===== src/rtl/kbd_resp_pkg.sv =====
package kbd_resp_pkg;
  localparam logic [7:0] CMD_IDENT  = 8'h01;
  localparam logic [7:0] CMD_LAYOUT = 8'h07;
  localparam logic [7:0] CMD_LAYALT = 8'h0F;
  localparam logic [7:0] CMD_LED    = 8'h0E;

  typedef enum logic {RPL_IDENT, RPL_LAYOUT} reply_e;

  function automatic logic [1:0] reply_last(reply_e k);
    return (k == RPL_IDENT) ? 2'd2 : 2'd1;
  endfunction

  function automatic logic [7:0] reply_byte(reply_e k, logic [1:0] idx);
    logic [7:0] b;
    b = 8'h00;
    if (k == RPL_IDENT) begin
      case (idx)
        2'd0:    b = 8'hFF;
        2'd1:    b = 8'h04;
        default: b = 8'h7F;
      endcase
    end else begin
      b = (idx == 2'd0) ? 8'hFE : 8'h00;
    end
    return b;
  endfunction
endpackage


===== src/rtl/kbd_cmd_seq.sv =====
module kbd_cmd_seq
  import kbd_resp_pkg::*;
(
  input  logic       clk_i,
  input  logic       rst_ni,
  input  logic [7:0] cmd_i,
  input  logic       cmd_valid_i,
  input  logic       enable_i,
  output logic       ready_o,
  output logic       flush_o,
  output logic       push_o,
  output logic [7:0] push_data_o
);
  logic       busy_q, led_skip_q;
  reply_e     kind_q;
  logic [1:0] idx_q;
  logic       accept, start;
  reply_e     start_kind;

  assign ready_o = ~busy_q;
  assign accept  = cmd_valid_i & ~busy_q & enable_i;

  always_comb begin
    start      = 1'b0;
    start_kind = RPL_IDENT;
    if (accept && !led_skip_q) begin
      case (cmd_i)
        CMD_IDENT:              start = 1'b1;
        CMD_LAYOUT, CMD_LAYALT: begin start = 1'b1; start_kind = RPL_LAYOUT; end
        default: ;
      endcase
    end
  end

  assign flush_o     = start;
  assign push_o      = busy_q;
  assign push_data_o = reply_byte(kind_q, idx_q);

  always_ff @(posedge clk_i or negedge rst_ni) begin
    if (!rst_ni) begin
      busy_q     <= 1'b0;
      led_skip_q <= 1'b0;
      kind_q     <= RPL_IDENT;
      idx_q      <= '0;
    end else begin
      if (accept) begin
        if (led_skip_q)             led_skip_q <= 1'b0;
        else if (cmd_i == CMD_LED)  led_skip_q <= 1'b1;
      end
      if (start) begin
        busy_q <= 1'b1;
        kind_q <= start_kind;
        idx_q  <= '0;
      end else if (busy_q) begin
        if (idx_q == reply_last(kind_q)) busy_q <= 1'b0;
        else                             idx_q  <= idx_q + 2'd1;
      end
    end
  end
endmodule


===== src/rtl/kbd_rx_queue.sv =====
module kbd_rx_queue #(
  parameter int DEPTH = 256,
  parameter int DW    = 8
) (
  input  logic          clk_i,
  input  logic          rst_ni,
  input  logic          flush_i,
  input  logic          push_i,
  input  logic [DW-1:0] push_data_i,
  input  logic          pop_i,
  output logic [DW-1:0] head_o,
  output logic          nonempty_o
);
  localparam int AW = (DEPTH > 1) ? $clog2(DEPTH) : 1;
  localparam int CW = $clog2(DEPTH + 1);
  localparam logic [AW-1:0] LAST = AW'(DEPTH - 1);
  localparam logic [CW-1:0] FULL = CW'(DEPTH);

  logic [DW-1:0] mem_q [DEPTH];
  logic [AW-1:0] rptr_q, wptr_q;
  logic [CW-1:0] cnt_q;
  logic do_push, do_pop;

  assign do_pop     = pop_i & (cnt_q != '0);
  assign do_push    = push_i & (cnt_q != FULL);
  assign nonempty_o = (cnt_q != '0);
  assign head_o     = nonempty_o ? mem_q[rptr_q] : '0;

  always_ff @(posedge clk_i) begin
    if (do_push && !flush_i) mem_q[wptr_q] <= push_data_i;
  end

  always_ff @(posedge clk_i or negedge rst_ni) begin
    if (!rst_ni) begin
      rptr_q <= '0;
      wptr_q <= '0;
      cnt_q  <= '0;
    end else if (flush_i) begin
      rptr_q <= '0;
      wptr_q <= '0;
      cnt_q  <= '0;
    end else begin
      if (do_pop)  rptr_q <= (rptr_q == LAST) ? '0 : rptr_q + 1'b1;
      if (do_push) wptr_q <= (wptr_q == LAST) ? '0 : wptr_q + 1'b1;
      case ({do_push, do_pop})
        2'b10:   cnt_q <= cnt_q + 1'b1;
        2'b01:   cnt_q <= cnt_q - 1'b1;
        default: ;
      endcase
    end
  end
endmodule


===== src/rtl/kbd_cmd_responder.sv =====
module kbd_cmd_responder #(
  parameter int DEPTH = 256
) (
  input  logic       clk_i,
  input  logic       rst_ni,
  input  logic [7:0] cmd_i,
  input  logic       cmd_valid_i,
  output logic       cmd_ready_o,
  input  logic       enable_i,
  input  logic       rd_i,
  output logic [7:0] rd_data_o,
  output logic       avail_o
);
  logic       flush, push;
  logic [7:0] push_data;

  kbd_cmd_seq u_seq (
    .clk_i       (clk_i),
    .rst_ni      (rst_ni),
    .cmd_i       (cmd_i),
    .cmd_valid_i (cmd_valid_i),
    .enable_i    (enable_i),
    .ready_o     (cmd_ready_o),
    .flush_o     (flush),
    .push_o      (push),
    .push_data_o (push_data)
  );

  kbd_rx_queue #(.DEPTH(DEPTH), .DW(8)) u_queue (
    .clk_i       (clk_i),
    .rst_ni      (rst_ni),
    .flush_i     (flush),
    .push_i      (push),
    .push_data_i (push_data),
    .pop_i       (rd_i),
    .head_o      (rd_data_o),
    .nonempty_o  (avail_o)
  );
endmodule


===== config.mk =====
export PLATFORM = sky130hd
export DESIGN_NAME = kbd_cmd_responder
export DESIGN_NICKNAME = d
export VERILOG_FILES = /design/src/rtl/kbd_resp_pkg.sv /design/src/rtl/kbd_cmd_seq.sv /design/src/rtl/kbd_rx_queue.sv /design/src/rtl/kbd_cmd_responder.sv
export SDC_FILE = /design/constraint.sdc
export NUM_CORES = 1
export LEC_CHECK = 0
export BUFFER_PORTS_ARGS = -buffer_cell sky130_fd_sc_hd__buf_2
export CAP_MARGIN = 20
export CORE_MARGIN = 2
export CORE_UTILIZATION = 30
export CTS_CLUSTER_DIAMETER = 80
export DETAILED_ROUTE_END_ITERATION = 12
export PLACE_DENSITY_LB_ADDON = 0.12
export SETUP_SLACK_MARGIN = 0.5
export SLEW_MARGIN = 40
export SYNTH_ARGS = -nofsm -noshare
export SYNTH_HDL_FRONTEND = slang
export SYNTH_SLANG_ARGS = --single-unit

===== constraint.sdc =====
create_clock -name clk_i -period 9.9 [get_ports clk_i]
set_input_delay 0 -clock clk_i [delete_from_list [all_inputs] [get_ports clk_i]]
set_output_delay 0 -clock clk_i [all_outputs]
set_load 0.1 [all_outputs]

* Yosys cells after proc, flatten, opt, wreduce, memory -nomap -nowiden *
Memory sizes are Yosys's and may differ from the RTL's.
Cells that the tools add are included.

word-level totals
  memories kept = 1
  input port bits = 13
  memory bits (writable) = 2,048
  register bits after elaboration = 30
  output and inout bits = 10
  word-level logic and storage cells = 70

cells by class
  reduce and logical (&&, ||, !) cells = 13
  add/subtract/negate cells = 5
  muxes and demuxes = 27
  equality and inequality tests = 12
  bitwise gates (word level) = 5

memories
  memory         words  bits a word  rd ports  clocked after memory_dff  write ports  line                source
  u_queue.mem_q  256    8            1         0                         1            kbd_rx_queue.sv:19  logic [DW-1:0] mem_q [DEPTH];

operators by type and width
  kind                                              count
  2-to-1 mux 8 bit                                  9
  one-hot mux 9 bit (2 select lines)                1
  adder 8 x 1 -> 8 bit, second input constant       2
  == test 8 x 4 -> 1 bit, second input constant     2
  == test 8 bit, second input constant              2
  one-hot mux 8 bit (2 select lines)                1
  2-to-1 mux 1 bit                                  11
  adder 9 x 1 -> 9 bit, second input constant       1
  2-to-1 mux 9 bit                                  1
  != test 9 bit, second input constant              1
  nonzero test 9 bit                                1
  subtractor 9 x 1 -> 9 bit, second input constant  1
  == test 8 x 1 -> 1 bit, second input constant     1
  == test 8 x 3 -> 1 bit, second input constant     1
  2-to-1 mux 2 bit                                  4
  nonzero test 2 bit                                3
  bitwise AND 1 bit                                 4
  == test 2 x 1 -> 1 bit, second input constant     2
  nonzero test 3 bit                                1
  OR reduction 3 bit                                1
  adder 2 x 1 -> 2 bit, second input constant       1
  == test 2 bit                                     1
  == test 2 bit, second input constant              1
  logical AND 1 bit                                 2
  6 further kinds                                   7

* Logic depth before layout (Yosys ltp) *
Gate-level depths: netlist (run 1).

  depth in word-level cells = 9
  depth in mapped cells = 14

* By module *
A second synthesis (run 1) with hierarchy kept.

second synthesis, totals
  cells, all modules = 3,788
  area total of the unflattened synthesis = 81,475.6 µm²

modules (own cells, without submodules)
  module        times used  cells an instance  area each (µm²)
  kbd_rx_queue  1           3,743              81,061.5
  kbd_cmd_seq   1           45                 414.1

* Least setup slack after synthesis (run 1) *
Ideal clock, no wire load.

  kind = register -> register
  from = reg u_seq.kind_q
  to = mem u_queue.mem_q[0][6], data pin
  arrival = 7.632 ns
  path slack = 0.637 ns
  setup time = 1.632 ns
  cell stages (with the launch flop) = 2
  data required time = 8.268 ns
  cells stage by stage = dfrtp_1 > mux2i_1

between the ends
  word-level cells in the longest chain between the ends = 1

RTL lines
  item                      line                source
  start: declaration        kbd_cmd_seq.sv:15   reply_e kind_q;
  start signal: assignment  kbd_cmd_seq.sv:52   kind_q <= start_kind;
  2-to-1 mux 8 bit          kbd_resp_pkg.sv:16  if (k == RPL_IDENT) begin
  end: declaration          kbd_rx_queue.sv:19

Every way passes these cells.

* Final worst setup path (run 1) *
  from = reg u_queue.rptr_q[1]
  to = out rd_data_o[6]

between the ends
  word-level cells in the longest chain between the ends = 2

RTL lines
  item                      line                     source
  start: declaration        kbd_rx_queue.sv:20       logic [AW-1:0] rptr_q, wptr_q;
  start signal: assignment  kbd_rx_queue.sv:43       if (do_pop) rptr_q <= (rptr_q == LAST) ? '0 : rptr_q + 1'b1;
  memory (256 x 8 bit)      --
  2-to-1 mux 8 bit          kbd_rx_queue.sv:27       assign head_o = nonempty_o ? mem_q[rptr_q] : '0;
  end: declaration          kbd_cmd_responder.sv:11  output logic [7:0] rd_data_o,

Every way passes these cells.

==> flow_results.xml, run 1 <==
<?xml version="1.0" encoding="UTF-8"?>
<metrics>
  <group name="synth">
    <metric name="synth_flop_cell" unit="">sky130_fd_sc_hd__edfxtp_1</metric>
    <metric name="synth_adder_area_share" unit="">0.00487</metric>
    <metric name="yosys.cell_count.top_type" unit="">sky130_fd_sc_hd__edfxtp_1</metric>
    <metric name="synth_largest_area_cell" unit="">sky130_fd_sc_hd__edfxtp_1</metric>
    <metric name="syn_area" unit="um^2">42600</metric>
    <metric name="yosys-top-cells-area" unit="">sky130_fd_sc_hd__edfxtp_1, sky130_fd_sc_hd__mux4_2, sky130_fd_sc_hd__nor2_1, sky130_fd_sc_hd__mux2i_1, sky130_fd_sc_hd__dfrtp_1</metric>
    <metric name="mean_instance_size_in_the_synthesized_netlist" unit="um^2">18.7</metric>
    <metric name="post_synth_mux_area_share" unit="">0.149</metric>
    <metric name="ys_warn_count" unit="">0</metric>
    <metric name="synth_enable_flop_cells" unit="">1024</metric>
    <metric name="syn-num-nets" unit="">2306</metric>
    <metric name="synth_common_cells" unit="">sky130_fd_sc_hd__edfxtp_1, sky130_fd_sc_hd__nor2_1, sky130_fd_sc_hd__mux4_2</metric>
    <metric name="synth_cell_type_count" unit="">71</metric>
    <metric name="combinational_family_with_the_most_area_after_synthesis" unit="">multiplexers</metric>
    <metric name="synth_cells" unit="">2277</metric>
    <metric name="synth_top_area_share" unit="">0.721</metric>
    <metric name="yosys.area_share.simple" unit="">0.0479</metric>
    <metric name="synth.ff_latch_count" unit="">1054</metric>
    <metric name="post_synth_xor_area_fraction" unit="">0.00226</metric>
    <metric name="asyncSetResetFlopFracSynth" unit="">0.0285</metric>
    <metric name="synth-compound-area-share" unit="">0.0342</metric>
    <metric name="ys_seq_area_frac" unit="">0.739</metric>
  </group>
  <group name="routing">
    <metric name="drt_via_density" unit="">5.01</metric>
    <metric name="route.final.wire_length" unit="mm">119</metric>
    <metric name="drc" unit="">0</metric>
    <metric name="detailroute.via_count" unit="">21577</metric>
    <metric name="antenna_left" unit="">0</metric>
    <metric name="dr.first_iter.drc_count" unit="">1843</metric>
    <metric name="dr_pass1_iterations" unit="">6</metric>
    <metric name="route.detailed.wl_per_inst" unit="um">27.5</metric>
  </group>
  <group name="critical_path">
    <metric name="critPathArrivalTime" unit="ps">5380</metric>
    <metric name="critical-path-slowest-cell" unit="">sky130_fd_sc_hd__dfrtp_4</metric>
    <metric name="timing.critical_path.slowest_cell_delay" unit="ps">840</metric>
    <metric name="worst-path-buf-inv" unit="">3</metric>
    <metric name="cpMostUsedCell" unit="">sky130_fd_sc_hd__buf_4</metric>
    <metric name="timing.critical_path.cells" unit="">buf_4 &gt; buf_4 &gt; mux4_2 &gt; mux2i_1 &gt; o22ai_1 &gt; a21oi_1 &gt; o211ai_1 &gt; a221oi_1 &gt; o311ai_2 &gt; buf_2</metric>
    <metric name="crit_family" unit="">buffers and inverters</metric>
    <metric name="cp_max_fo" unit="">41</metric>
    <metric name="critPathKind" unit="">register to primary output</metric>
    <metric name="worstPathRequired" unit="ps">9900</metric>
    <metric name="startpoint_type" unit="">register</metric>
    <metric name="cp-end-kind" unit="">primary output</metric>
  </group>
  <group name="cts">
    <metric name="tritoncts" unit="">done</metric>
    <metric name="cts.sinks" unit="">1054</metric>
    <metric name="htree_levels" unit="">3</metric>
    <metric name="clkTransAtPathRegs" unit="ps">60</metric>
    <metric name="cts_post_setup_buffers_inserted" unit="">0</metric>
    <metric name="cts-buffers-inserted" unit="">115</metric>
    <metric name="clock_insertion_delay_worst_skew" unit="ps">730</metric>
    <metric name="clock_tree.buffer_depth" unit="">3</metric>
    <metric name="cts_root_buf" unit="">sky130_fd_sc_hd__clkbuf_16</metric>
  </group>
  <group name="floorplanning">
    <metric name="initial_standard_cell_utilization_of_the_core" unit="">0.302</metric>
    <metric name="die_height" unit="um">381</metric>
    <metric name="core-area" unit="um^2">141000</metric>
    <metric name="ios" unit="">23</metric>
    <metric name="dieArea" unit="um^2">145000</metric>
    <metric name="num_rows" unit="">138</metric>
    <metric name="floorplan.die.width" unit="um">381</metric>
  </group>
  <group name="place">
    <metric name="dp_hpwl" unit="mm">71.2</metric>
    <metric name="dp_worst_setup_slack" unit="ps">5110</metric>
    <metric name="port_buffers" unit="">22</metric>
    <metric name="place.gp.congestion" unit="">0.762</metric>
  </group>
  <group name="global_routing">
    <metric name="grt_first_pass_wirelength" unit="mm">169</metric>
    <metric name="grtUsageTotal" unit="">0.163</metric>
    <metric name="grt_antenna_before_repair" unit="">1</metric>
    <metric name="grt_start_max_net_pins" unit="">193</metric>
    <metric name="first_global_vias" unit="">22664</metric>
    <metric name="globalRouteOverflowTotal" unit="">0</metric>
  </group>
  <group name="timing">
    <metric name="worst_slew_pin_slew" unit="ps">855</metric>
    <metric name="finalMaxSlewViolations" unit="">0</metric>
    <metric name="slew-limit-headroom" unit="">0.430</metric>
    <metric name="count_of_final_setup_violators" unit="">0</metric>
    <metric name="worst_clock_skew" unit="ps">40.7</metric>
    <metric name="fmax" unit="GHz">0.186</metric>
    <metric name="timing.final.hold_violations" unit="">0</metric>
    <metric name="finalHoldWorstSlack" unit="ps">104</metric>
    <metric name="worst_slack" unit="ps">4520</metric>
    <metric name="finalCritPeriodShare" unit="">0.543</metric>
    <metric name="rsz0062_at_grt" unit="">no</metric>
    <metric name="final_layout_setup_total_negative_slack" unit="ps">0</metric>
    <metric name="final_min_period" unit="ps">5380</metric>
  </group>
  <group name="status">
    <metric name="run_status" unit="">complete, no violations</metric>
  </group>
  <group name="power">
    <metric name="power_leakage" unit="nW">14.8</metric>
    <metric name="power-per-cell-area" unit="nW/um^2">251</metric>
    <metric name="vdd.ir_drop.worst" unit="uV">772</metric>
  </group>
  <group name="worst_hold_path">
    <metric name="class_of_the_tightest_hold_or_removal_check" unit="">primary input to register</metric>
  </group>
  <group name="final_layout">
    <metric name="final_layout_size_suffix_gt1_frac" unit="">0.211</metric>
    <metric name="syn_to_final_growth" unit="%">14.6</metric>
    <metric name="fillCellCount" unit="">13418</metric>
    <metric name="antenna-diode-count" unit="">0</metric>
    <metric name="design.final.nets" unit="">2354</metric>
  </group>
  <group name="flow_run">
    <metric name="drv_cap" unit="">0</metric>
  </group>
</metrics>
==> area by class of cell <==
type / count / area [um^2] / area share
multi-input cells: 1058 / 10400 / 0.212
inverters: 14 / 52.6 / 0.00108
repair buffers: 82 / 785 / 0.0161
flip-flops and latches: 1054 / 31500 / 0.645
well taps: 1890 / 2360 / 0.0484
clock inverters: 62 / 629 / 0.0129
clock buffers: 151 / 3150 / 0.0644
==> tightest hold or removal path: stages <==
cell	delay, ps
sky130_fd_sc_hd__buf_2	100
sky130_fd_sc_hd__nand3b_1	110
sky130_fd_sc_hd__nor2_1	110
sky130_fd_sc_hd__o21a_1	130
sky130_fd_sc_hd__buf_4	220
sky130_fd_sc_hd__nor2_1	130
==> final timing paths <==
| check | from | endpoint | cells after the start | slack, ps |
|---|---|---|---|---|
| worst max register to register | u_queue.cnt_q[1]$_DFFE_PN0P_ | u_queue.cnt_q[8]$_DFFE_PN0P_ | 13 | 5140 |
| worst min register to register | u_queue.cnt_q[3]$_DFFE_PN0P_ | u_queue.cnt_q[3]$_DFFE_PN0P_ | 2 | 550 |
| worst min-delay path | enable_i | u_queue.rptr_q[4]$_DFFE_PN0P_ | 6 | 100 |
| max in group asynchronous | rst_ni | u_queue.rptr_q[2]$_DFFE_PN0P_ | 4 | 9370 |
| min in group asynchronous | rst_ni | u_queue.cnt_q[0]$_DFFE_PN0P_ | 4 | 330 |
| worst max-delay path | u_queue.rptr_q[1]$_DFFE_PN0P_ | rd_data_o[6] | 10 | 4520 |
==> per-stage QoR <==
stage / util / std cells / power [mW] / area [um^2]
2_1_floorplan: - / 2277 / 7.19 / 42600
3_3_place_gp: 0.316 / 4078 / 8.03 / 44700
3_5_place_dp: 0.318 / 4086 / 8.07 / 44900
4_1_cts: 0.345 / 4307 / 12.4 / 48700
5_1_grt: 0.346 / 4311 / 12.7 / 48900
6_report: 0.346 / 4311 / 12.2 / 48900
==> cell families (layout without fill, tap and decap cells) <==
family	after synthesis	after routing
compound gates	214	214
xor+xnor	11	11
fa+ha+maj	16	16
buf+inv	165	309
flops	1054	1054
mux	343	343
simple gates	474	474
==> registers in the layout (all words and copies together), names as in the netlist <==
| register | flops |
|---|---|
| u_queue.mem_q | 1024 |
| u_queue.cnt_q | 9 |
| u_queue.rptr_q | 8 |
| u_queue.wptr_q | 8 |
| u_seq.idx_q | 2 |
| u_seq.kind_q | 1 |
| u_seq.led_skip_q | 1 |
| u_seq.push_o | 1 |
==> power breakdown <==
group	internal, mW	switching [mW]
sequential	4.94	0.0868
combinational	1.03	1.88
clock	2.56	1.75
total	8.53	3.71
==> routing by layer <==
layer | track usage | routed length [um] | vias up
li1 | - | - | 9301
met1 | 0.218 | 51900 | 11540
met2 | 0.266 | 57300 | 548
met3 | 0.0315 | 5830 | 188
met4 | 0.0512 | 3620 | 0
met5 | 0 | 0 | -
==> placed cells by master (no fill, tap or decap), drive strengths merged, types with 6 or more instances in the layout <==
master	synthesis	final
nand4	10	10
a21oi	48	48
mux4	231	231
nor2b	9	9
nor2	304	304
o211ai	8	8
o22ai	20	20
o21ai	37	37
and2	6	6
dlygate4sd3	0	7
nand3	38	38
bufinv	0	13
inv	13	14
nand2b	9	9
buf	80	75
edfxtp	1024	1024
xnor2	7	7
mux2i	109	109
ha	15	15
a22oi	28	28
dfrtp	30	30
clkinv	1	48
clkbuf	71	151
a22o	6	6
nor3	8	8
a221oi	8	8
o221ai	21	21
nand2	59	59
==> what timing repair did <==
| action | in CTS | in global routing |
|---|---|---|
| hold buffers | 8 | 0 |
| endpoints found under the hold margin | 33 | 0 |
| resized for setup | 0 | 0 |
(Power assumes the default switching activity.)
==> run 2, diff against run 1 <==
==> constraint.sdc (replaced) <==
create_clock -name clk_i -period 4.39 [get_ports clk_i]
set_input_delay 0 -clock clk_i [delete_from_list [all_inputs] [get_ports clk_i]]
set_output_delay 0 -clock clk_i [all_outputs]
set_load 0.1 [all_outputs]
==> flow_results.xml, run 2 (synthesis gave the netlist of run 1 again) <==
<?xml version="1.0" encoding="UTF-8"?>
<metrics>
  <group name="critical_path">
    <metric name="cpMostUsedCell" unit="">sky130_fd_sc_hd__mux4_2</metric>
    <metric name="crit_family" unit="">multiplexers</metric>
    <metric name="cp_max_fo" unit="">13</metric>
    <metric name="worst-path-buf-inv" unit="">4</metric>
    <metric name="r2r_start" unit="">u_queue.cnt_q[1]$_DFFE_PN0P_</metric>
    <metric name="worstPathRequired" unit="ps">4390</metric>
    <metric name="critical_path_cell_count" unit="">10</metric>
    <metric name="setup.worst_path.start" unit="">u_queue.rptr_q[0]$_DFFE_PN0P_</metric>
    <metric name="startpoint_type" unit="">register</metric>
    <metric name="critical-path-slowest-cell" unit="">sky130_fd_sc_hd__mux4_2</metric>
    <metric name="timing.critical_path.slowest_cell_delay" unit="ps">570</metric>
    <metric name="critPathKind" unit="">register to primary output</metric>
    <metric name="reg2regPathDepth" unit="">13</metric>
    <metric name="critPathArrivalTime" unit="ps">3810</metric>
    <metric name="timing.critical_path.cells" unit="">buf_6 &gt; buf_16 &gt; buf_4 &gt; mux4_2 &gt; mux4_2 &gt; nand2_1 &gt; nand4_1 &gt; nand3_4 &gt; o311ai_4 &gt; buf_12</metric>
    <metric name="cp-end-kind" unit="">primary output</metric>
  </group>
  <group name="final_layout">
    <metric name="syn_to_final_growth" unit="%">19.0</metric>
    <metric name="max_ffs_per_register" unit="">1024</metric>
    <metric name="ff_latch_area" unit="um^2">31500</metric>
    <metric name="stdcell_area" unit="um^2">50700</metric>
    <metric name="final_layout_size_suffix_gt1_frac" unit="">0.267</metric>
    <metric name="fillCellCount" unit="">13213</metric>
    <metric name="top_regs" unit="">u_queue.mem_q (1024), u_queue.cnt_q (9)</metric>
    <metric name="most_frequent_standard_cell_in_the_layout_excluding_fill_and_tap_cells" unit="">sky130_fd_sc_hd__edfxtp_1</metric>
    <metric name="area_of_the_multi_input_gates" unit="um^2">10700</metric>
    <metric name="stdcell_count" unit="">4425</metric>
    <metric name="register_name_with_the_most_flops" unit="">u_queue.mem_q</metric>
    <metric name="design.final.nets" unit="">2468</metric>
    <metric name="layout.cells.most_common_list" unit="">sky130_fd_sc_hd__edfxtp_1, sky130_fd_sc_hd__nor2_1, sky130_fd_sc_hd__mux4_2</metric>
    <metric name="antenna-diode-count" unit="">0</metric>
  </group>
  <group name="power">
    <metric name="internal_power" unit="mW">20.4</metric>
    <metric name="power_frac_seq" unit="">0.384</metric>
    <metric name="comb_power_share" unit="">0.275</metric>
    <metric name="power_leakage" unit="nW">15.7</metric>
    <metric name="power-per-cell-area" unit="nW/um^2">580</metric>
    <metric name="power_switching_share" unit="">0.306</metric>
    <metric name="clkPwrFrac" unit="">0.341</metric>
    <metric name="power_switching" unit="mW">8.99</metric>
    <metric name="p_total" unit="mW">29.4</metric>
    <metric name="vdd.ir_drop.worst" unit="uV">1280</metric>
  </group>
  <group name="global_routing">
    <metric name="grt_antenna_before_repair" unit="">2</metric>
    <metric name="grt_first_pass_wirelength" unit="mm">174</metric>
    <metric name="grt_start_max_net_pins" unit="">189</metric>
    <metric name="grtUsageTotal" unit="">0.168</metric>
    <metric name="globalRouteOverflowTotal" unit="">0</metric>
    <metric name="first_global_vias" unit="">23288</metric>
  </group>
  <group name="routing">
    <metric name="detailroute.via_count" unit="">22152</metric>
    <metric name="route.final.wire_length" unit="mm">122</metric>
    <metric name="antenna_left" unit="">0</metric>
    <metric name="routed-wl-met2" unit="mm">59.2</metric>
    <metric name="routedLengthMet1" unit="mm">53.2</metric>
    <metric name="dr_wl_met3" unit="mm">6.21</metric>
    <metric name="route.detailed.wl_per_inst" unit="um">27.6</metric>
    <metric name="drt_via_density" unit="">5.01</metric>
    <metric name="dr_pass1_iterations" unit="">6</metric>
    <metric name="drc" unit="">0</metric>
    <metric name="dr.first_iter.drc_count" unit="">2107</metric>
    <metric name="route.top_layer_used" unit="">met4</metric>
  </group>
  <group name="floorplanning">
    <metric name="dieArea" unit="um^2">145000</metric>
    <metric name="initial_standard_cell_utilization_of_the_core" unit="">0.302</metric>
    <metric name="floorplan.die.width" unit="um">381</metric>
    <metric name="die_height" unit="um">381</metric>
    <metric name="ios" unit="">23</metric>
    <metric name="core-area" unit="um^2">141000</metric>
    <metric name="num_rows" unit="">138</metric>
  </group>
  <group name="worst_hold_path">
    <metric name="worst_hold_startpoint" unit="">cmd_i[2]</metric>
    <metric name="min_path_cells" unit="">5</metric>
    <metric name="class_of_the_tightest_hold_or_removal_check" unit="">primary input to register</metric>
  </group>
  <group name="timing">
    <metric name="worst_clock_skew" unit="ps">26.0</metric>
    <metric name="count_of_final_setup_violators" unit="">0</metric>
    <metric name="fmax" unit="GHz">0.262</metric>
    <metric name="finalCritPeriodShare" unit="">0.869</metric>
    <metric name="finalHoldWorstSlack" unit="ps">90.5</metric>
    <metric name="final_min_period" unit="ps">3810</metric>
    <metric name="worst_slew_pin_slew" unit="ps">764</metric>
    <metric name="timing.final.hold_violations" unit="">0</metric>
    <metric name="worst_slack" unit="ps">575</metric>
    <metric name="slew-limit-headroom" unit="">0.490</metric>
    <metric name="rsz0062_at_grt" unit="">no</metric>
    <metric name="finalMaxSlewViolations" unit="">0</metric>
  </group>
  <group name="place">
    <metric name="dp_hpwl" unit="mm">74.3</metric>
    <metric name="port_buffers" unit="">22</metric>
    <metric name="post-place-cells" unit="">4144</metric>
    <metric name="dp_worst_setup_slack" unit="ps">347</metric>
    <metric name="place_area" unit="um^2">45400</metric>
    <metric name="place.gp.congestion" unit="">0.773</metric>
  </group>
  <group name="cts">
    <metric name="clock_tree.buffer_depth" unit="">3</metric>
    <metric name="clkTransAtPathRegs" unit="ps">60</metric>
    <metric name="cts-buffers-inserted" unit="">115</metric>
    <metric name="tritoncts" unit="">done</metric>
    <metric name="cts.sinks" unit="">1054</metric>
    <metric name="htree_levels" unit="">3</metric>
    <metric name="clock_insertion_delay_worst_skew" unit="ps">740</metric>
    <metric name="cts_root_buf" unit="">sky130_fd_sc_hd__clkbuf_16</metric>
  </group>
  <group name="flow_run">
    <metric name="drv_cap" unit="">0</metric>
  </group>
  <group name="status">
    <metric name="run_status" unit="">complete, no violations</metric>
  </group>
</metrics>
==> run 2: changes by cell type in the layout (fill, tap and decap cells not counted), moves of 8 or more <==
| cell | previous run | this run |
|---|---|---|
| sky130_fd_sc_hd__mux2i_1 | 108 | 98 |
| sky130_fd_sc_hd__clkbuf_1 | 26 | 8 |
| sky130_fd_sc_hd__clkinv_4 | 0 | 8 |
| sky130_fd_sc_hd__buf_4 | 32 | 113 |
| sky130_fd_sc_hd__buf_16 | 3 | 12 |
| sky130_fd_sc_hd__buf_12 | 9 | 34 |
==> run 2: worst register-to-register path: stages (launching register included) <==
cell	delay, ps
sky130_fd_sc_hd__dfrtp_1	430
sky130_fd_sc_hd__or4_1	590
sky130_fd_sc_hd__nor3_2	160
sky130_fd_sc_hd__inv_1	80
sky130_fd_sc_hd__and2_1	240
sky130_fd_sc_hd__ha_4	240
sky130_fd_sc_hd__fa_1	410
sky130_fd_sc_hd__a21o_1	190
sky130_fd_sc_hd__a21oi_2	170
sky130_fd_sc_hd__o21bai_1	130
sky130_fd_sc_hd__a2111oi_2	380
sky130_fd_sc_hd__o211ai_1	180
sky130_fd_sc_hd__a211oi_1	260
sky130_fd_sc_hd__a31o_2	130
==> run 2: path summary, 6_finish.rpt <==
kind                                                 endpoint  slack (ps)
worst max-delay path                             rd_data_o[7]         580
worst min-delay path                   u_seq.push_o$_DFF_PN0_          90
worst max register to register   u_queue.cnt_q[8]$_DFFE_PN0P_         760
worst min register to register   u_queue.cnt_q[5]$_DFFE_PN0P_         550
max in group asynchronous       u_queue.rptr_q[0]$_DFFE_PN0P_        3860
min in group asynchronous            u_seq.kind_q$_DFFE_PN0P_         300
==> run 2: area by class of cell <==
type | count | share of cell area
clock buffers | 124 | 0.0578
clock inverters | 89 | 0.0194
inverters | 14 | 0.00104
multi-input cells | 1058 | 0.210
flip-flops and latches | 1054 | 0.621
well taps | 1890 | 0.0466
repair buffers | 196 | 0.0439
==> run 2: through the flow <==
| step | TNS, ps | util |
|---|---|---|
| 3_5_place_dp | 0 | 0.322 |
| 4_1_cts | 0 | 0.356 |
| 3_3_place_gp | 0 | 0.321 |
| 6_report | 0 | 0.359 |
| 5_1_grt | 0 | 0.359 |
| 2_1_floorplan | -175630 | - |
==> run 2: metal layers <==
| metal | global-route usage | vias to the layer above |
|---|---|---|
| met5 | 0 | - |
| met4 | 0.0496 | 0 |
| met3 | 0.0310 | 189 |
| met2 | 0.275 | 638 |
| met1 | 0.226 | 11795 |
| li1 | - | 9530 |
==> run 2: what timing repair did <==
item                                   4_1_cts  5_1_grt
pin swaps                                    5       13
endpoints found under the hold margin       40        0
resized for setup                           70       40
hold buffers                                11        0
cloned                                       5        1
buffers inserted                            33       16
setup endpoints to repair                    9        9
==> run 2: power by group through the flow <==
stage	sequential, mW	combinational, mW	clock, mW
2_1_floorplan	11.4	4.75	0
3_3_place_gp	11.6	7.09	0
3_5_place_dp	11.6	7.12	0
4_1_cts	11.3	7.89	10.3
5_1_grt	11.3	8.53	10.6
6_report	11.3	8.11	10.0
==> run 3, diff against run 2 <==
--- a/config.mk
+++ b/config.mk
@@ -16,4 +16,5 @@
 export SLEW_MARGIN = 40
 export SYNTH_ARGS = -nofsm -noshare
 export SYNTH_HDL_FRONTEND = slang
+export SYNTH_HIERARCHICAL = 1
 export SYNTH_SLANG_ARGS = --single-unit
==> flow_results.xml, run 3 <==
<?xml version="1.0" encoding="UTF-8"?>
<metrics>
  <group name="status">
    <metric name="run_status" unit="">complete, no violations</metric>
  </group>
  <group name="cts">
    <metric name="cts.sinks" unit="">2078</metric>
    <metric name="clock_insertion_delay_worst_skew" unit="ps">870</metric>
    <metric name="clkTransAtPathRegs" unit="ps">60</metric>
    <metric name="cts_root_buf" unit="">sky130_fd_sc_hd__clkbuf_16</metric>
    <metric name="clock_tree.buffer_depth" unit="">3</metric>
    <metric name="htree_levels" unit="">4</metric>
    <metric name="cts-buffers-inserted" unit="">225</metric>
    <metric name="tritoncts" unit="">done</metric>
  </group>
  <group name="routing">
    <metric name="route.final.wire_length" unit="mm">240</metric>
    <metric name="antenna_left" unit="">0</metric>
    <metric name="drt_via_density" unit="">5.05</metric>
    <metric name="dr.first_iter.drc_count" unit="">3798</metric>
    <metric name="route.detailed.wl_per_inst" unit="um">30.3</metric>
    <metric name="detailroute.via_count" unit="">40055</metric>
    <metric name="drc" unit="">0</metric>
    <metric name="dr_pass1_iterations" unit="">5</metric>
  </group>
  <group name="synth">
    <metric name="syn_area" unit="um^2">81500</metric>
    <metric name="ys_seq_area_frac" unit="">0.764</metric>
    <metric name="yosys.cell_count.top_type" unit="">sky130_fd_sc_hd__edfxtp_1</metric>
    <metric name="synth_top_area_share" unit="">0.755</metric>
    <metric name="synth_flop_cell" unit="">sky130_fd_sc_hd__edfxtp_1</metric>
    <metric name="synth_enable_flop_cells" unit="">2048</metric>
    <metric name="mean_instance_size_in_the_synthesized_netlist" unit="um^2">21.5</metric>
    <metric name="post_synth_mux_area_share" unit="">0.164</metric>
    <metric name="yosys-top-cells-area" unit="">sky130_fd_sc_hd__edfxtp_1, sky130_fd_sc_hd__mux4_2, sky130_fd_sc_hd__nor2_1, sky130_fd_sc_hd__mux2i_1, sky130_fd_sc_hd__dfrtp_1</metric>
    <metric name="syn-num-nets" unit="">3811</metric>
    <metric name="combinational_family_with_the_most_area_after_synthesis" unit="">multiplexers</metric>
    <metric name="synth_largest_area_cell" unit="">sky130_fd_sc_hd__edfxtp_1</metric>
    <metric name="synth_cells" unit="">3788</metric>
    <metric name="synth_adder_area_share" unit="">0.00154</metric>
    <metric name="post_synth_xor_area_fraction" unit="">0.00129</metric>
    <metric name="asyncSetResetFlopFracSynth" unit="">0.0144</metric>
    <metric name="synth_common_cells" unit="">sky130_fd_sc_hd__edfxtp_1, sky130_fd_sc_hd__mux4_2, sky130_fd_sc_hd__nor2_1</metric>
    <metric name="synth.ff_latch_count" unit="">2078</metric>
    <metric name="synth-compound-area-share" unit="">0.0255</metric>
    <metric name="yosys.area_share.simple" unit="">0.0257</metric>
    <metric name="synth_cell_type_count" unit="">76</metric>
    <metric name="ys_warn_count" unit="">6</metric>
  </group>
  <group name="floorplanning">
    <metric name="core-area" unit="um^2">271000</metric>
    <metric name="dieArea" unit="um^2">276000</metric>
    <metric name="initial_standard_cell_utilization_of_the_core" unit="">0.301</metric>
    <metric name="die_height" unit="um">525</metric>
    <metric name="num_rows" unit="">191</metric>
    <metric name="ios" unit="">23</metric>
    <metric name="floorplan.die.width" unit="um">525</metric>
  </group>
  <group name="critical_path">
    <metric name="critPathArrivalTime" unit="ps">4280</metric>
    <metric name="r2r_slack" unit="ps">590</metric>
    <metric name="cp_max_fo" unit="">12</metric>
    <metric name="worst-path-buf-inv" unit="">5</metric>
    <metric name="reg2regPathDepth" unit="">9</metric>
    <metric name="startpoint_type" unit="">register</metric>
    <metric name="critPathKind" unit="">register to primary output</metric>
    <metric name="cp-end-kind" unit="">primary output</metric>
    <metric name="reg2reg_to" unit="">u_queue/mem_q[195][2]$_DFFE_PP_</metric>
    <metric name="timing.critical_path.cells" unit="">buf_6 &gt; buf_16 &gt; buf_16 &gt; mux4_2 &gt; mux4_2 &gt; a22oi_2 &gt; o211ai_1 &gt; a22oi_2 &gt; nor2_2 &gt; buf_4 &gt; buf_12</metric>
    <metric name="worstPathRequired" unit="ps">4390</metric>
    <metric name="critical-path-slowest-cell" unit="">sky130_fd_sc_hd__mux4_2</metric>
    <metric name="crit_family" unit="">multiplexers</metric>
    <metric name="critical_path_cell_count" unit="">11</metric>
    <metric name="r2r_start" unit="">u_seq/push_o$_DFF_PN0_</metric>
    <metric name="timing.critical_path.slowest_cell_delay" unit="ps">560</metric>
  </group>
  <group name="place">
    <metric name="place_area" unit="um^2">87800</metric>
    <metric name="dp_worst_setup_slack" unit="ps">183</metric>
    <metric name="port_buffers" unit="">22</metric>
    <metric name="place.gp.congestion" unit="">0.792</metric>
    <metric name="dp_hpwl" unit="mm">147</metric>
  </group>
  <group name="worst_hold_path">
    <metric name="worst_hold_startpoint" unit="">cmd_i[6]</metric>
    <metric name="class_of_the_tightest_hold_or_removal_check" unit="">primary input to register</metric>
    <metric name="hold_end" unit="">u_seq/kind_q$_DFFE_PN0P_</metric>
    <metric name="min_path_cells" unit="">5</metric>
  </group>
  <group name="timing">
    <metric name="worst_slew_pin_slew" unit="ps">903</metric>
    <metric name="worst_slack" unit="ps">106</metric>
    <metric name="final_min_period" unit="ps">4280</metric>
    <metric name="finalMaxSlewViolations" unit="">0</metric>
    <metric name="fmax" unit="GHz">0.233</metric>
    <metric name="worst_clock_skew" unit="ps">50.9</metric>
    <metric name="rsz0062_at_grt" unit="">yes</metric>
    <metric name="timing.final.hold_violations" unit="">0</metric>
    <metric name="count_of_final_setup_violators" unit="">0</metric>
    <metric name="slew-limit-headroom" unit="">0.393</metric>
    <metric name="finalCritPeriodShare" unit="">0.976</metric>
  </group>
  <group name="final_layout">
    <metric name="top_regs" unit="">u_queue/mem_q (2048), u_queue/cnt_q (9)</metric>
    <metric name="final_layout_size_suffix_gt1_frac" unit="">0.352</metric>
    <metric name="design.final.nets" unit="">4195</metric>
    <metric name="layout.cells.most_common_list" unit="">sky130_fd_sc_hd__edfxtp_1, sky130_fd_sc_hd__mux4_2, sky130_fd_sc_hd__buf_4</metric>
    <metric name="register_name_with_the_most_flops" unit="">u_queue/mem_q</metric>
    <metric name="max_ffs_per_register" unit="">2048</metric>
    <metric name="fillCellCount" unit="">24981</metric>
    <metric name="most_frequent_standard_cell_in_the_layout_excluding_fill_and_tap_cells" unit="">sky130_fd_sc_hd__edfxtp_1</metric>
    <metric name="stdcell_area" unit="um^2">97300</metric>
    <metric name="syn_to_final_growth" unit="%">19.4</metric>
  </group>
  <group name="global_routing">
    <metric name="grt_antenna_before_repair" unit="">11</metric>
    <metric name="globalRouteOverflowTotal" unit="">0</metric>
    <metric name="first_global_vias" unit="">41224</metric>
    <metric name="grt_first_pass_wirelength" unit="mm">336</metric>
    <metric name="grtUsageTotal" unit="">0.172</metric>
    <metric name="grt_start_max_net_pins" unit="">226</metric>
  </group>
  <group name="flow_run">
    <metric name="drv_cap" unit="">0</metric>
  </group>
  <group name="power">
    <metric name="power_leakage" unit="nW">30.4</metric>
    <metric name="power-per-cell-area" unit="nW/um^2">636</metric>
    <metric name="vdd.ir_drop.worst" unit="uV">466</metric>
  </group>
</metrics>
run 3: cell types whose count changed in the layout (fill, tap and decap cells not counted), moves of 11 or more:
cell	before	now
sky130_fd_sc_hd__buf_12	34	46
sky130_fd_sc_hd__nand3_1	33	22
sky130_fd_sc_hd__a22oi_1	25	52
sky130_fd_sc_hd__buf_4	113	254
sky130_fd_sc_hd__clkinv_1	24	66
sky130_fd_sc_hd__nor2_2	6	163
sky130_fd_sc_hd__clkbuf_16	117	239
sky130_fd_sc_hd__clkbuf_1	8	43
sky130_fd_sc_hd__nand2_2	0	16
sky130_fd_sc_hd__edfxtp_1	1024	2048
sky130_fd_sc_hd__mux4_2	222	539
sky130_fd_sc_hd__nor2_4	2	22
sky130_fd_sc_hd__o21ai_1	4	16
sky130_fd_sc_hd__nor2_1	296	127
run 3: where the power goes:
part           leakage [nW]  internal (mW)  switching, mW
Sequential             19.1           24.0          0.397
Clock                  3.55           11.0           7.84
Combinational          7.67           6.58           12.0
run 3: tightest hold or removal path, stage by stage:
cell and delay [ps]:
sky130_fd_sc_hd__buf_2 80, sky130_fd_sc_hd__or4_4 110, sky130_fd_sc_hd__or4_1 100, sky130_fd_sc_hd__nand3_1 60
sky130_fd_sc_hd__dlygate4sd3_1 550
run 3: metrics by stage:
stage | util | hold slack (ps) | TNS [ps] | instances | power (mW)
6_report | 0.360 | 80.5 | 0 | 7934 | 61.8
5_1_grt | 0.360 | 79.9 | 0 | 7933 | 64.0
3_5_place_dp | 0.325 | 135 | 0 | 7435 | 42.3
2_1_floorplan | - | -296 | -636440 | 3788 | 33.9
4_1_cts | 0.356 | 4.34 | -64.3 | 7893 | 62.2
3_3_place_gp | 0.324 | 139 | -116560 | 7433 | 42.2
run 3: kinds of logic after synthesis:
kind of cell | count (synthesis)
DFF | 2078
muxes | 657
adders and majority gates | 10
AOI/OAI and AO/OA | 295
xor gates and xnor gates | 12
buffers and inverters | 243
and+or+nand+nor | 493
run 3: area by class of cell:
cell class | count | area, um^2 | share of cell area
Multi-Input combinational cell | 1467 | 18900 | 0.195
Sequential cell | 2078 | 62300 | 0.640
Inverter | 19 | 75.1 | 0.000772
Tap cell | 3570 | 4470 | 0.0459
Timing Repair Buffer | 381 | 4210 | 0.0432
Clock inverter | 138 | 1350 | 0.0139
Clock buffer | 276 | 5960 | 0.0613
Antenna cell | 5 | 12.5 | 0.000129
run 3: worst max-delay path by stage:
stage / slack, ps / startpoint / to
2_1_floorplan: -710 / u_seq/idx_q[1]$_DFFE_PN0P_ / u_queue/mem_q[0][2]$_DFFE_PP_
3_3_place_gp: -340 / u_queue/cnt_q[3]$_DFFE_PN0P_ / u_queue/mem_q[251][0]$_DFFE_PP_
3_5_place_dp: 180 / u_queue/rptr_q[0]$_DFFE_PN0P_ / rd_data_o[5]
4_1_cts: -50 / u_queue/rptr_q[0]$_DFFE_PN0P_ / rd_data_o[5]
5_1_grt: 50 / u_queue/rptr_q[0]$_DFFE_PN0P_ / rd_data_o[5]
6_report: 110 / u_queue/rptr_q[0]$_DFFE_PN0P_ / rd_data_o[2]
run 3: what timing repair did:
item	CTS	global route
cloned	7	9
buffers inserted	19	26
hold buffers	18	0
resized for setup	113	96
endpoints found under the setup margin	8	438
pin swaps	14	14
endpoints found under the hold margin	58	0
run 3: routing by layer:
| layer | wire length [um] | track usage |
|---|---|---|
| met2 | 114000 | 0.273 |
| met4 | 6020 | 0.0467 |
| met5 | 13 | 0 |
| met1 | 111000 | 0.247 |
| met3 | 10100 | 0.0241 |
